===== src/rtl/nor_seq_pkg.sv =====
package nor_seq_pkg;

  typedef enum logic [3:0] {
    ST_READ,
    ST_UNL1,
    ST_UNL2,
    ST_PGM_ARG,
    ST_BYP_IDLE,
    ST_BYP_ARG,
    ST_BYP_EXIT,
    ST_SEC_IDLE,
    ST_SEC_UNL1,
    ST_SEC_UNL2,
    ST_SEC_EXIT,
    ST_BUSY
  } seq_state_t;

  localparam logic [7:0] CODE_KEY_A   = 8'hAA;
  localparam logic [7:0] CODE_KEY_B   = 8'h55;
  localparam logic [7:0] CODE_PROGRAM = 8'hA0;
  localparam logic [7:0] CODE_FASTPGM = 8'h20;
  localparam logic [7:0] CODE_OVERLAY = 8'h88;
  localparam logic [7:0] CODE_LEAVE   = 8'h90;
  localparam logic [7:0] CODE_CONFIRM = 8'h00;

  localparam int ADDR_KEY_A = 'h555;
  localparam int ADDR_KEY_B = 'h2AA;

  localparam int SN_AW    = 4;
  localparam int SN_DEPTH = 1 << SN_AW;
  localparam int SN_STEP  = 'h29;

endpackage


===== src/rtl/nor_cmd_decode.sv =====
module nor_cmd_decode
  import nor_seq_pkg::*;
#(
  parameter int CMD_AW = 11
) (
  input  logic              clk,
  input  logic              rst,
  input  logic              wr_en,
  input  logic [CMD_AW-1:0] wr_addr,
  input  logic [7:0]        wr_code,
  input  logic              accel,
  input  logic              pgm_done,
  output logic              pgm_start,
  output logic              sec_sel
);

  localparam logic [CMD_AW-1:0] A_KEY_A = CMD_AW'(ADDR_KEY_A);
  localparam logic [CMD_AW-1:0] A_KEY_B = CMD_AW'(ADDR_KEY_B);

  seq_state_t state_q, state_d;
  logic       byp_q, byp_d;
  logic       at_a, at_b;

  assign at_a = (wr_addr == A_KEY_A);
  assign at_b = (wr_addr == A_KEY_B);

  always_comb begin
    state_d   = state_q;
    byp_d     = byp_q;
    pgm_start = 1'b0;
    case (state_q)
      ST_READ: begin
        if (wr_en && at_a && wr_code == CODE_KEY_A) state_d = ST_UNL1;
      end
      ST_UNL1: begin
        if (wr_en) state_d = (at_b && wr_code == CODE_KEY_B) ? ST_UNL2 : ST_READ;
      end
      ST_UNL2: begin
        if (wr_en) begin
          if (at_a && wr_code == CODE_PROGRAM) begin
            state_d = ST_PGM_ARG;
          end else if (at_a && wr_code == CODE_FASTPGM) begin
            state_d = ST_BYP_IDLE;
            byp_d   = 1'b1;
          end else if (at_a && wr_code == CODE_OVERLAY) begin
            state_d = ST_SEC_IDLE;
          end else begin
            state_d = ST_READ;
          end
        end
      end
      ST_PGM_ARG, ST_BYP_ARG: begin
        if (wr_en) begin
          pgm_start = 1'b1;
          state_d   = ST_BUSY;
        end
      end
      ST_BYP_IDLE: begin
        if (wr_en) begin
          if (wr_code == CODE_PROGRAM)    state_d = ST_BYP_ARG;
          else if (wr_code == CODE_LEAVE) state_d = ST_BYP_EXIT;
        end
      end
      ST_BYP_EXIT: begin
        if (wr_en) begin
          if (wr_code == CODE_CONFIRM) begin
            state_d = ST_READ;
            byp_d   = 1'b0;
          end else begin
            state_d = ST_BYP_IDLE;
          end
        end
      end
      ST_SEC_IDLE: begin
        if (wr_en && at_a && wr_code == CODE_KEY_A) state_d = ST_SEC_UNL1;
      end
      ST_SEC_UNL1: begin
        if (wr_en) state_d = (at_b && wr_code == CODE_KEY_B) ? ST_SEC_UNL2 : ST_SEC_IDLE;
      end
      ST_SEC_UNL2: begin
        if (wr_en) state_d = (at_a && wr_code == CODE_LEAVE) ? ST_SEC_EXIT : ST_SEC_IDLE;
      end
      ST_SEC_EXIT: begin
        if (wr_en) state_d = (wr_code == CODE_CONFIRM) ? ST_READ : ST_SEC_IDLE;
      end
      ST_BUSY: begin
        if (pgm_done) state_d = byp_q ? ST_BYP_IDLE : ST_READ;
      end
      default: state_d = ST_READ;
    endcase
    // accelerate input overrides normal-mode decoding, never the overlay or busy
    if (accel && (state_q inside {ST_READ, ST_UNL1, ST_UNL2})) begin
      state_d = ST_BYP_IDLE;
      byp_d   = 1'b1;
    end
  end

  always_ff @(posedge clk) begin
    if (rst) begin
      state_q <= ST_READ;
      byp_q   <= 1'b0;
    end else begin
      state_q <= state_d;
      byp_q   <= byp_d;
    end
  end

  assign sec_sel = (state_q inside {ST_SEC_IDLE, ST_SEC_UNL1, ST_SEC_UNL2, ST_SEC_EXIT});

endmodule


===== src/rtl/nor_busy_timer.sv =====
module nor_busy_timer #(
  parameter int BUSY_CYCLES = 8
) (
  input  logic clk,
  input  logic rst,
  input  logic start,
  output logic busy,
  output logic done
);

  localparam int CW = $clog2(BUSY_CYCLES + 1);
  localparam logic [CW-1:0] LAST = CW'(BUSY_CYCLES - 1);

  logic [CW-1:0] cnt_q;

  assign done = busy && (cnt_q == LAST);

  always_ff @(posedge clk) begin
    if (rst) begin
      busy  <= 1'b0;
      cnt_q <= '0;
    end else if (start) begin
      busy  <= 1'b1;
      cnt_q <= '0;
    end else if (busy) begin
      if (cnt_q == LAST) busy <= 1'b0;
      cnt_q <= cnt_q + 1'b1;
    end
  end

endmodule


===== src/rtl/nor_prog_array.sv =====
module nor_prog_array #(
  parameter int AW = 6,
  parameter int DW = 8
) (
  input  logic          clk,
  input  logic          start,
  input  logic [AW-1:0] start_addr,
  input  logic [DW-1:0] start_data,
  input  logic          commit,
  input  logic [AW-1:0] rd_addr,
  output logic [DW-1:0] rd_q
);

  localparam int DEPTH = 1 << AW;

  logic [DW-1:0] mem [DEPTH];
  logic [AW-1:0] tgt_addr;
  logic [DW-1:0] tgt_data;
  logic [DW-1:0] old_q;

  initial begin
    for (int i = 0; i < DEPTH; i++) mem[i] = '1;
  end

  always_ff @(posedge clk) begin
    rd_q  <= mem[rd_addr];
    old_q <= mem[tgt_addr];
    if (start) begin
      tgt_addr <= start_addr;
      tgt_data <= start_data;
    end
    if (commit) mem[tgt_addr] <= old_q & tgt_data;
  end

endmodule


===== src/rtl/nor_serial_rom.sv =====
module nor_serial_rom
  import nor_seq_pkg::*;
#(
  parameter int DW      = 8,
  parameter int SN_SEED = 'h5C
) (
  input  logic             clk,
  input  logic [SN_AW-1:0] idx,
  output logic [DW-1:0]    q
);

  logic [DW-1:0] tbl [SN_DEPTH];

  for (genvar i = 0; i < SN_DEPTH; i++) begin : g_sn
    assign tbl[i] = DW'((SN_SEED + i * SN_STEP) % 256);
  end

  always_ff @(posedge clk) q <= tbl[idx];

endmodule


===== src/rtl/nor_cmd_seq.sv =====
module nor_cmd_seq
  import nor_seq_pkg::*;
#(
  parameter int CMD_AW      = 11,
  parameter int DATA_W      = 8,
  parameter int ARR_AW      = 6,
  parameter int BUSY_CYCLES = 8,
  parameter int SN_SEED     = 'h5C
) (
  input  logic              clk,
  input  logic              rst,
  input  logic              wr_en,
  input  logic [CMD_AW-1:0] wr_addr,
  input  logic [DATA_W-1:0] wr_data,
  input  logic              accel,
  input  logic [ARR_AW-1:0] rd_addr,
  output logic [DATA_W-1:0] rd_data,
  output logic              ready
);

  logic              pgm_start;
  logic              prog_done;
  logic              busy;
  logic              sec_sel;
  logic              sec_sel_q;
  logic [DATA_W-1:0] arr_q;
  logic [DATA_W-1:0] sn_q;

  nor_cmd_decode #(.CMD_AW(CMD_AW)) u_dec (
    .clk      (clk),
    .rst      (rst),
    .wr_en    (wr_en),
    .wr_addr  (wr_addr),
    .wr_code  (wr_data[7:0]),
    .accel    (accel),
    .pgm_done (prog_done),
    .pgm_start(pgm_start),
    .sec_sel  (sec_sel)
  );

  nor_busy_timer #(.BUSY_CYCLES(BUSY_CYCLES)) u_tmr (
    .clk  (clk),
    .rst  (rst),
    .start(pgm_start),
    .busy (busy),
    .done (prog_done)
  );

  nor_prog_array #(.AW(ARR_AW), .DW(DATA_W)) u_arr (
    .clk       (clk),
    .start     (pgm_start),
    .start_addr(wr_addr[ARR_AW-1:0]),
    .start_data(wr_data),
    .commit    (prog_done),
    .rd_addr   (rd_addr),
    .rd_q      (arr_q)
  );

  nor_serial_rom #(.DW(DATA_W), .SN_SEED(SN_SEED)) u_sn (
    .clk(clk),
    .idx(rd_addr[SN_AW-1:0]),
    .q  (sn_q)
  );

  always_ff @(posedge clk) begin
    if (rst) sec_sel_q <= 1'b0;
    else     sec_sel_q <= sec_sel;
  end

  assign rd_data = sec_sel_q ? sn_q : arr_q;
  assign ready   = ~busy;

endmodule


===== config.mk =====
export PLATFORM = sky130hd
export DESIGN_NAME = nor_cmd_seq
export DESIGN_NICKNAME = d
export VERILOG_FILES = /design/src/rtl/nor_seq_pkg.sv /design/src/rtl/nor_cmd_decode.sv /design/src/rtl/nor_busy_timer.sv /design/src/rtl/nor_prog_array.sv /design/src/rtl/nor_serial_rom.sv /design/src/rtl/nor_cmd_seq.sv
export SDC_FILE = /design/constraint.sdc
export NUM_CORES = 1
export LEC_CHECK = 0
export BUFFER_PORTS_ARGS = -buffer_cell sky130_fd_sc_hd__buf_2
export CELL_PAD_IN_SITES_DETAIL_PLACEMENT = 0
export CELL_PAD_IN_SITES_GLOBAL_PLACEMENT = 1
export CORE_MARGIN = 4
export CORE_UTILIZATION = 49
export DETAILED_ROUTE_END_ITERATION = 10
export GPL_ROUTABILITY_DRIVEN = 0
export PLACE_DENSITY_LB_ADDON = 0.25
export SYNTH_ARGS = -nofsm -noshare
export SYNTH_HDL_FRONTEND = slang
export SYNTH_SLANG_ARGS = --single-unit

===== constraint.sdc =====
create_clock -name clk -period 2.5 [get_ports clk]
set_clock_uncertainty 0.05 [all_clocks]
set_input_delay 0.25 -clock clk [delete_from_list [all_inputs] [get_ports clk]]
set_output_delay 0.25 -clock clk [all_outputs]
set_load 0.01 [all_outputs]

==> results of run 1 <==
## final cells by class
type / instances / area (sq um)
inverter: 13 / 50.0
timing repair buffer: 365 / 3300
antenna: 1 / 2.50
clock inverter: 36 / 344
fill: 4021 / 21700
tap: 696 / 871
clock buffer: 69 / 1510
sequential: 561 / 16500
multi-input combinational: 972 / 9550
## report_power, final
group          total [W]  internal, W  switching (W)
registers         0.0103       0.0102      0.0000892
logic            0.00145     0.000644       0.000810
clock network    0.00856      0.00492        0.00363
total             0.0203       0.0158        0.00453
## routing by layer
layer / vias up / part of all wire [%] / global-route usage, %
met3: 255 / 12 / 7.56
met2: 1326 / 45 / 47.3
met1: 9431 / 38 / 43.6
li1: 7555 / - / -
met4: 2 / 5.3 / 13.3
met5: - / 0.014 / 0
## path summary, 6_finish.rpt
path	endpoint	from
setup / recovery	u_arr.old_q[2]	u_arr.tgt_addr[1]
hold / removal	u_arr.rd_q[1]	rd_addr[5]
setup reg to reg	u_arr.old_q[2]	u_arr.tgt_addr[1]
hold reg to reg	u_dec.byp_q	u_dec.byp_q
## layout by cell type, fill, tap and decap left out, types with 7 or more instances in the layout
cell type,n
nand2b_1,7
clkbuf_16,60
a211oi_1,25
o221ai_1,10
nand4_1,10
a22oi_1,30
nand3b_1,12
o22ai_1,33
o2bb2ai_1,7
clkinv_1,10
buf_2,35
a21oi_1,45
clkbuf_1,10
a221oi_1,42
o211ai_1,14
buf_4,265
nand2_1,81
mux2_2,50
o21ai_0,24
dfxtp_1,35
nor3_1,14
a31oi_1,9
clkinv_2,15
inv_1,9
buf_12,41
nand3_1,11
and3_1,9
nor3b_1,8
mux4_2,158
dlygate4sd3_1,16
a22o_1,12
nor2b_1,9
or2_2,8
and2_2,8
mux2i_1,102
nor2_1,97
edfxtp_1,526
## cell usage after synthesis, types with 10 or more instances
| library cell | number | area share, % |
|---|---|---|
| a31oi_1 | 10 | 0.23 |
| edfxtp_1 | 526 | 59 |
| nand4_1 | 10 | 0.23 |
| nor2_1 | 98 | 1.4 |
| nor3_1 | 14 | 0.26 |
| o211ai_1 | 14 | 0.39 |
| a22oi_1 | 33 | 0.93 |
| a22o_1 | 12 | 0.39 |
| o22ai_1 | 39 | 0.92 |
| a21oi_1 | 45 | 0.85 |
| mux2_2 | 49 | 2.1 |
| nand3b_1 | 12 | 0.34 |
| a221oi_1 | 46 | 1.5 |
| and2_1 | 15 | 0.35 |
| a211oi_1 | 27 | 0.76 |
| o221ai_1 | 11 | 0.36 |
| nand3_1 | 11 | 0.21 |
| buf_6 | 16 | 0.68 |
| o21ai_0 | 29 | 0.54 |
| nor2b_1 | 12 | 0.28 |
| nand2_1 | 81 | 1.1 |
| mux2i_1 | 107 | 4.0 |
| buf_4 | 14 | 0.39 |
| dfxtp_1 | 35 | 2.6 |
| clkbuf_1 | 50 | 0.70 |
| buf_2 | 35 | 0.66 |
| buf_1 | 11 | 0.15 |
| mux4_2 | 158 | 13 |
## critical path: cells and delay by family, from the launching register on
| kind | cells | cell delay (ns) |
|---|---|---|
| muxes | 2 | 0.74 |
| buffers and inverters | 3 | 0.42 |
| AOI/OAI and AO/OA | 2 | 0.46 |
| and+or+nand+nor | 1 | 0.29 |
| DFF | 1 | 0.42 |
## cells by family (layout without fill, tap and decap cells)
| kind of cell | Yosys count | in the layout | share of synthesized area (%) |
|---|---|---|---|
| AND/OR/NAND/NOR | 314 | 314 | 5.90 |
| buffers and inverters | 143 | 483 | 3.00 |
| other | 0 | 1 | 0 |
| XOR/XNOR | 7 | 7 | 0.230 |
| adder cells (fa/ha/maj) | 7 | 7 | 0.319 |
| flip-flops | 561 | 561 | 61.9 |
| multiplexers | 317 | 317 | 19.6 |
| AO/OA/AOI/OAI | 327 | 327 | 9.02 |
## what timing repair did
item                                   in CTS  in global routing
gates cloned                                2                  1
gates resized for setup                    17                 40
endpoints found under the hold margin      21                  0
hold buffers                               16                  0
setup endpoints to repair                 151                 25
setup buffers                               2                 13
pin swaps                                   2                  7
## registers in the layout, summed over array words and instances (netlist names)
| register | flops |
|---|---|
| u_dec.byp_q | 1 |
| u_arr.tgt_addr | 6 |
| u_arr.old_q | 8 |
| u_arr.tgt_data | 8 |
| u_tmr.cnt_q | 4 |
| u_tmr.busy | 1 |
| u_sn.q | 8 |
| u_arr.rd_q | 8 |
| sec_sel_q | 1 |
| u_arr.mem | 512 |
| u_dec.state_q | 4 |
## through the flow
stage               cell area, sq um  setup slack [ns]  instances  setup TNS [ns]  power, W
floorplan                      26600            0.0736       1676               0    0.0113
global placement               29700            -0.377       2574           -5.75    0.0119
detailed placement             29700            -0.405       2574           -5.18    0.0119
CTS                            31800            -0.112       2699          -0.112    0.0204
global route                   32100           -0.0808       2712          -0.262    0.0209
finish                         32100           -0.0935       2713          -0.159    0.0203
==> impl_metrics.toml, run 1 <==
[status]
status = "finished with violations"
violations = "negative setup slack"

[floorplanning]
core.rowCount = 85
die_area_sq_mm = 0.0582
initial_utilization_pct = 49.5
io_pins = 38
core_area_sq_mm = 0.0538
die_x_um = 241
dieHeight_um = 241

[worst_setup_path]
ff2ff_path_depth = 8
cp_slowest_cell = "mux4_2"
cp-start-kind = "flip-flop"
max_stage_delay_ns = 0.53
crit_top_cell = "buf_12"
r2r_slack_ns = -0.09
required_ns = 2.86
crit_path_end_kind = "flip-flop"
crit_type = "flip-flop to flip-flop"
path_cells = "buf_4 > buf_12 > buf_12 > mux4_2 > mux2i_4 > o22ai_2 > a211oi_2 > nand4_1"
critPathMaxFanout = 6
arrival_ns = 2.95

[yosys]
seq_area_frac_synth_pct = 61.9
syn_inst = 1676
ys_types = 87
ys_warn_count = 0
synth_edf_count = 526
ys_ff_latch = 561
async_flop_share_pct = 0
avgSynthCellArea_sq_um = 15.9
syn_nets = 1711
syn_area_sq_mm = 0.0266
ys.flop_type = "edfxtp_1"

[drt]
drtAntennaViolNets = 0
vias = 18569
drt_pass1_iterations = 5
routed_wl_mm = 90.9
viasPerCell = 6.84
drc = 0
wl_per_cell_um = 33.5
drt_iter0_drc = 2810

[power]
powerDensity_mw_per_mm2 = 633
leakage_nw = 11.2
ir_worst_vdd_mv = 0.662

[min_path]
hold_depth = 2
hp-class = "input port to flip-flop"

[global_route]
antenna_found_initial = 2
grt_pass1_vias = 18060
grt_pass1_wl_mm = 130
overflow = 0
grt_max_degree = 65
track_usage_pct = 31.2

[sta]
worst_hold_slack_ns = 0.0362
grt_setup_unrepaired = "yes"
max_slew.worst_pin.slew_ns = 0.886
final.min_clock_period_ns = 2.59
fmax_mhz = 386
period_share_pct = 104
final_max_slew_viol_count = 0
finalWorstSetupSlack_ns = -0.0935
hold_violations = 0
setup_viol = 3
slew-limit-headroom_pct = 40.9

[layout]
layout.nets = 2007
drive_gt1_share_pct = 34.8
area_growth_pct = 20.5
final_util_pct = 59.7

[clocking]
path_clk_slew_ns = 0.06
cts.sinks = 561
cts_buffer_depth = 3
clockRootBuffer = "clkbuf_16"
cts_buffers = 59
tritoncts = "yes"
clk_latency_ns = 0.63
cts.htree.levels = 2

[job]
cap_viol_max_count = 0

[placed_design]
hpwl_mm = 64.1
io_buffers = 37
No activity file was read; power rests on OpenSTA's default activity.
==> run 2, diff against run 1 <==
--- a/config.mk
+++ b/config.mk
@@ -9,10 +9,12 @@
 export CELL_PAD_IN_SITES_DETAIL_PLACEMENT = 0
 export CELL_PAD_IN_SITES_GLOBAL_PLACEMENT = 1
 export CORE_MARGIN = 4
-export CORE_UTILIZATION = 49
+export CORE_UTILIZATION = 50
 export DETAILED_ROUTE_END_ITERATION = 10
 export GPL_ROUTABILITY_DRIVEN = 0
 export PLACE_DENSITY_LB_ADDON = 0.25
+export SLEW_MARGIN = 20
 export SYNTH_ARGS = -nofsm -noshare
 export SYNTH_HDL_FRONTEND = slang
+export SYNTH_HIERARCHICAL = 1
 export SYNTH_SLANG_ARGS = --single-unit
==> impl_metrics.toml, run 2 <==
[clocking]
cts.htree.levels = 2
clockRootBuffer = "clkbuf_16"
path_clk_slew_ns = 0.06
clk_latency_ns = 0.63
cts_buffer_depth = 3
cts_buffers = 57
cts.sinks = 561
tritoncts = "yes"

[worst_setup_path]
max_stage_delay_ns = 0.79
crit_type = "input port to flip-flop"
required_ns = 3.01
cp_slowest_cell = "nor3_1"
crit_buf_inv = 4
arrival_ns = 3.02
critical_path.top_delay_family = "buffers and inverters"
cp-start-kind = "input port"
critPathMaxFanout = 30
path_cells = "dlygate4sd3_1 > buf_6 > buf_12 > buf_4 > mux4_2 > o22ai_1 > nor3_1 > a22o_1"
crit_path_end_kind = "flip-flop"

[power]
power_switching_w = 0.00423
powerDensity_mw_per_mm2 = 634
combPwrFrac_pct = 4.9
p_clk_share_pct = 44.7
p_int_w = 0.0160
ir_worst_vdd_mv = 0.498
swShare_pct = 21.0
power_frac_seq_pct = 50.4
leakage_nw = 10.9

[drt]
wl_per_cell_um = 33.0
drt_pass1_iterations = 5
drt_iter0_drc = 2476
drtAntennaViolNets = 0
routed_wl_mm = 85.7
top_layer = "met5"
met1_length_mm = 32.4
viasPerCell = 6.86
vias = 17842
met3RoutedLength_mm = 9.84
drc = 0
wl_met2_mm = 39.1

[yosys]
ys_types = 85
ys_ff_latch = 561
syn_area_sq_mm = 0.0266
avgSynthCellArea_sq_um = 16.8
synth_most_common_cell = "edfxtp_1"
ys.flop_type = "edfxtp_1"
synthTopCellsByArea = "edfxtp_1 59%, mux4_2 16%, dfxtp_1 2.6%, mux2i_1 2.0%, mux2_2 1.7%"
synth_edf_count = 526
syn_inst = 1586
syn_nets = 1621
seq_area_frac_synth_pct = 62.1
synth_common_cells = "526 x edfxtp_1, 193 x mux4_2, 87 x nor2_1"
async_flop_share_pct = 0
synth_top_cell_by_area = "edfxtp_1"
synth.top_cell.area_share_pct = 59.4
ys_warn_count = 6

[layout]
final_common_cell = "edfxtp_1"
drive_gt1_share_pct = 37.7
largest_reg_flops = 512
layout.nets = 1897
final_cell_mix = "526 x edfxtp_1, 254 x buf_4, 193 x mux4_2"
final_cell_count_no_fill = 2600
final_area_sq_mm = 0.0318
largest-register = "u_arr/mem"
fillerInstances = 3889
area_growth_pct = 19.8

[sta]
slew-limit-headroom_pct = 35.3
fmax_mhz = 398
final_max_slew_viol_count = 0
max_slew.worst_pin.slew_ns = 0.963
setup_viol = 1
final.min_clock_period_ns = 2.51
hold_violations = 0
worst_hold_slack_ns = 0.0689
period_share_pct = 100
finalWorstSetupSlack_ns = -0.0124
grt_setup_unrepaired = "no"

[floorplanning]
core.rowCount = 84
dieHeight_um = 239
io_pins = 38
initial_utilization_pct = 50.6
core_area_sq_mm = 0.0526
die_area_sq_mm = 0.0569
die_x_um = 239

[placed_design]
dpl_cell_area_sq_mm = 0.0294
hpwl_mm = 58.6
placed_cells = 2464
io_buffers = 37

[job]
cap_viol_max_count = 0

[global_route]
track_usage_pct = 29.9
grt_pass1_wl_mm = 123
antenna_found_initial = 7
overflow = 0
grt_pass1_vias = 17685
grt_max_degree = 65

[status]
status = "finished with violations"
violations = "negative setup slack"

[min_path]
hp-class = "input port to flip-flop"
[run 2: cells by family after synthesis]
group | Yosys count | synth area share (%)
AO/OA/AOI/OAI | 283 | 7.83
AND/OR/NAND/NOR | 294 | 5.82
flip-flops | 561 | 62.1
buffers and inverters | 136 | 3.00
adder cells (fa/ha/maj) | 6 | 0.282
multiplexers | 299 | 20.7
XOR/XNOR | 7 | 0.259
[run 2: power groups by stage]
stage	clock [W]	sequential [W]	combinational [W]
2_1_floorplan	0	0.0104	0.000568
3_3_place_gp	0	0.0104	0.000936
3_5_place_dp	0	0.0104	0.000945
4_1_cts	0.00911	0.0102	0.000969
5_1_grt	0.00951	0.0102	0.00102
6_report	0.00903	0.0102	0.000983
[run 2: path summary, 6_finish.rpt]
check / slack [ns] / end / cells after the start / start
setup / recovery: -0.01 / u_arr/rd_q[4] / 8 / rd_addr[2]
setup reg to reg: 0.04 / u_arr/old_q[4] / 8 / u_arr/tgt_addr[0]
hold / removal: 0.07 / u_sn/q[0] / 2 / rd_addr[0]
hold reg to reg: 0.57 / u_tmr/cnt_q[3] / 2 / u_tmr/cnt_q[2]
[run 2: final cells by class]
cell class	instances	area, sq um	share of cell area, %
clock buffers	69	1540	4.85
multi-input cells	889	9470	29.7
repair buffers	344	3010	9.44
diodes	3	7.51	0.0236
clock inverters	37	434	1.36
flip-flops and latches	561	16500	51.8
well taps	688	861	2.70
inverters	9	33.8	0.106
[run 2: worst reg2reg max path, delay by kind of cell, from the launching register on]
kind            cells  cell delay, ns
buf+inv             3            0.63
mux                 1            0.34
simple gates        1            0.11
compound gates      3            0.83
flops               1            0.37
[run 2: per-layer routing]
metal	track usage, %	up-vias
li1	-	7195
met4	13.1	8
met2	46.0	1278
met3	6.51	243
met5	0	-
met1	41.6	9118
[run 2: repair_timing]
item	in CTS	in global routing
hold endpoints to repair	21	0
setup buffers	3	6
endpoints found under the setup margin	68	44
gates resized for setup	20	15
hold buffers	16	0
pin swaps	3	5
gates cloned	1	1
[run 2: metrics by stage]
step                      power [W]  util (%)  setup slack, ns   TNS, ns
after CTS                    0.0203      60.3         -0.00667  -0.00667
after floorplan              0.0109         -            0.149         0
final                        0.0202      60.6          -0.0124   -0.0124
after global placement       0.0113      55.9           -0.361    -0.631
after detailed placement     0.0113      55.9           -0.389     -2.03
after global routing         0.0207      60.6          0.00143         0
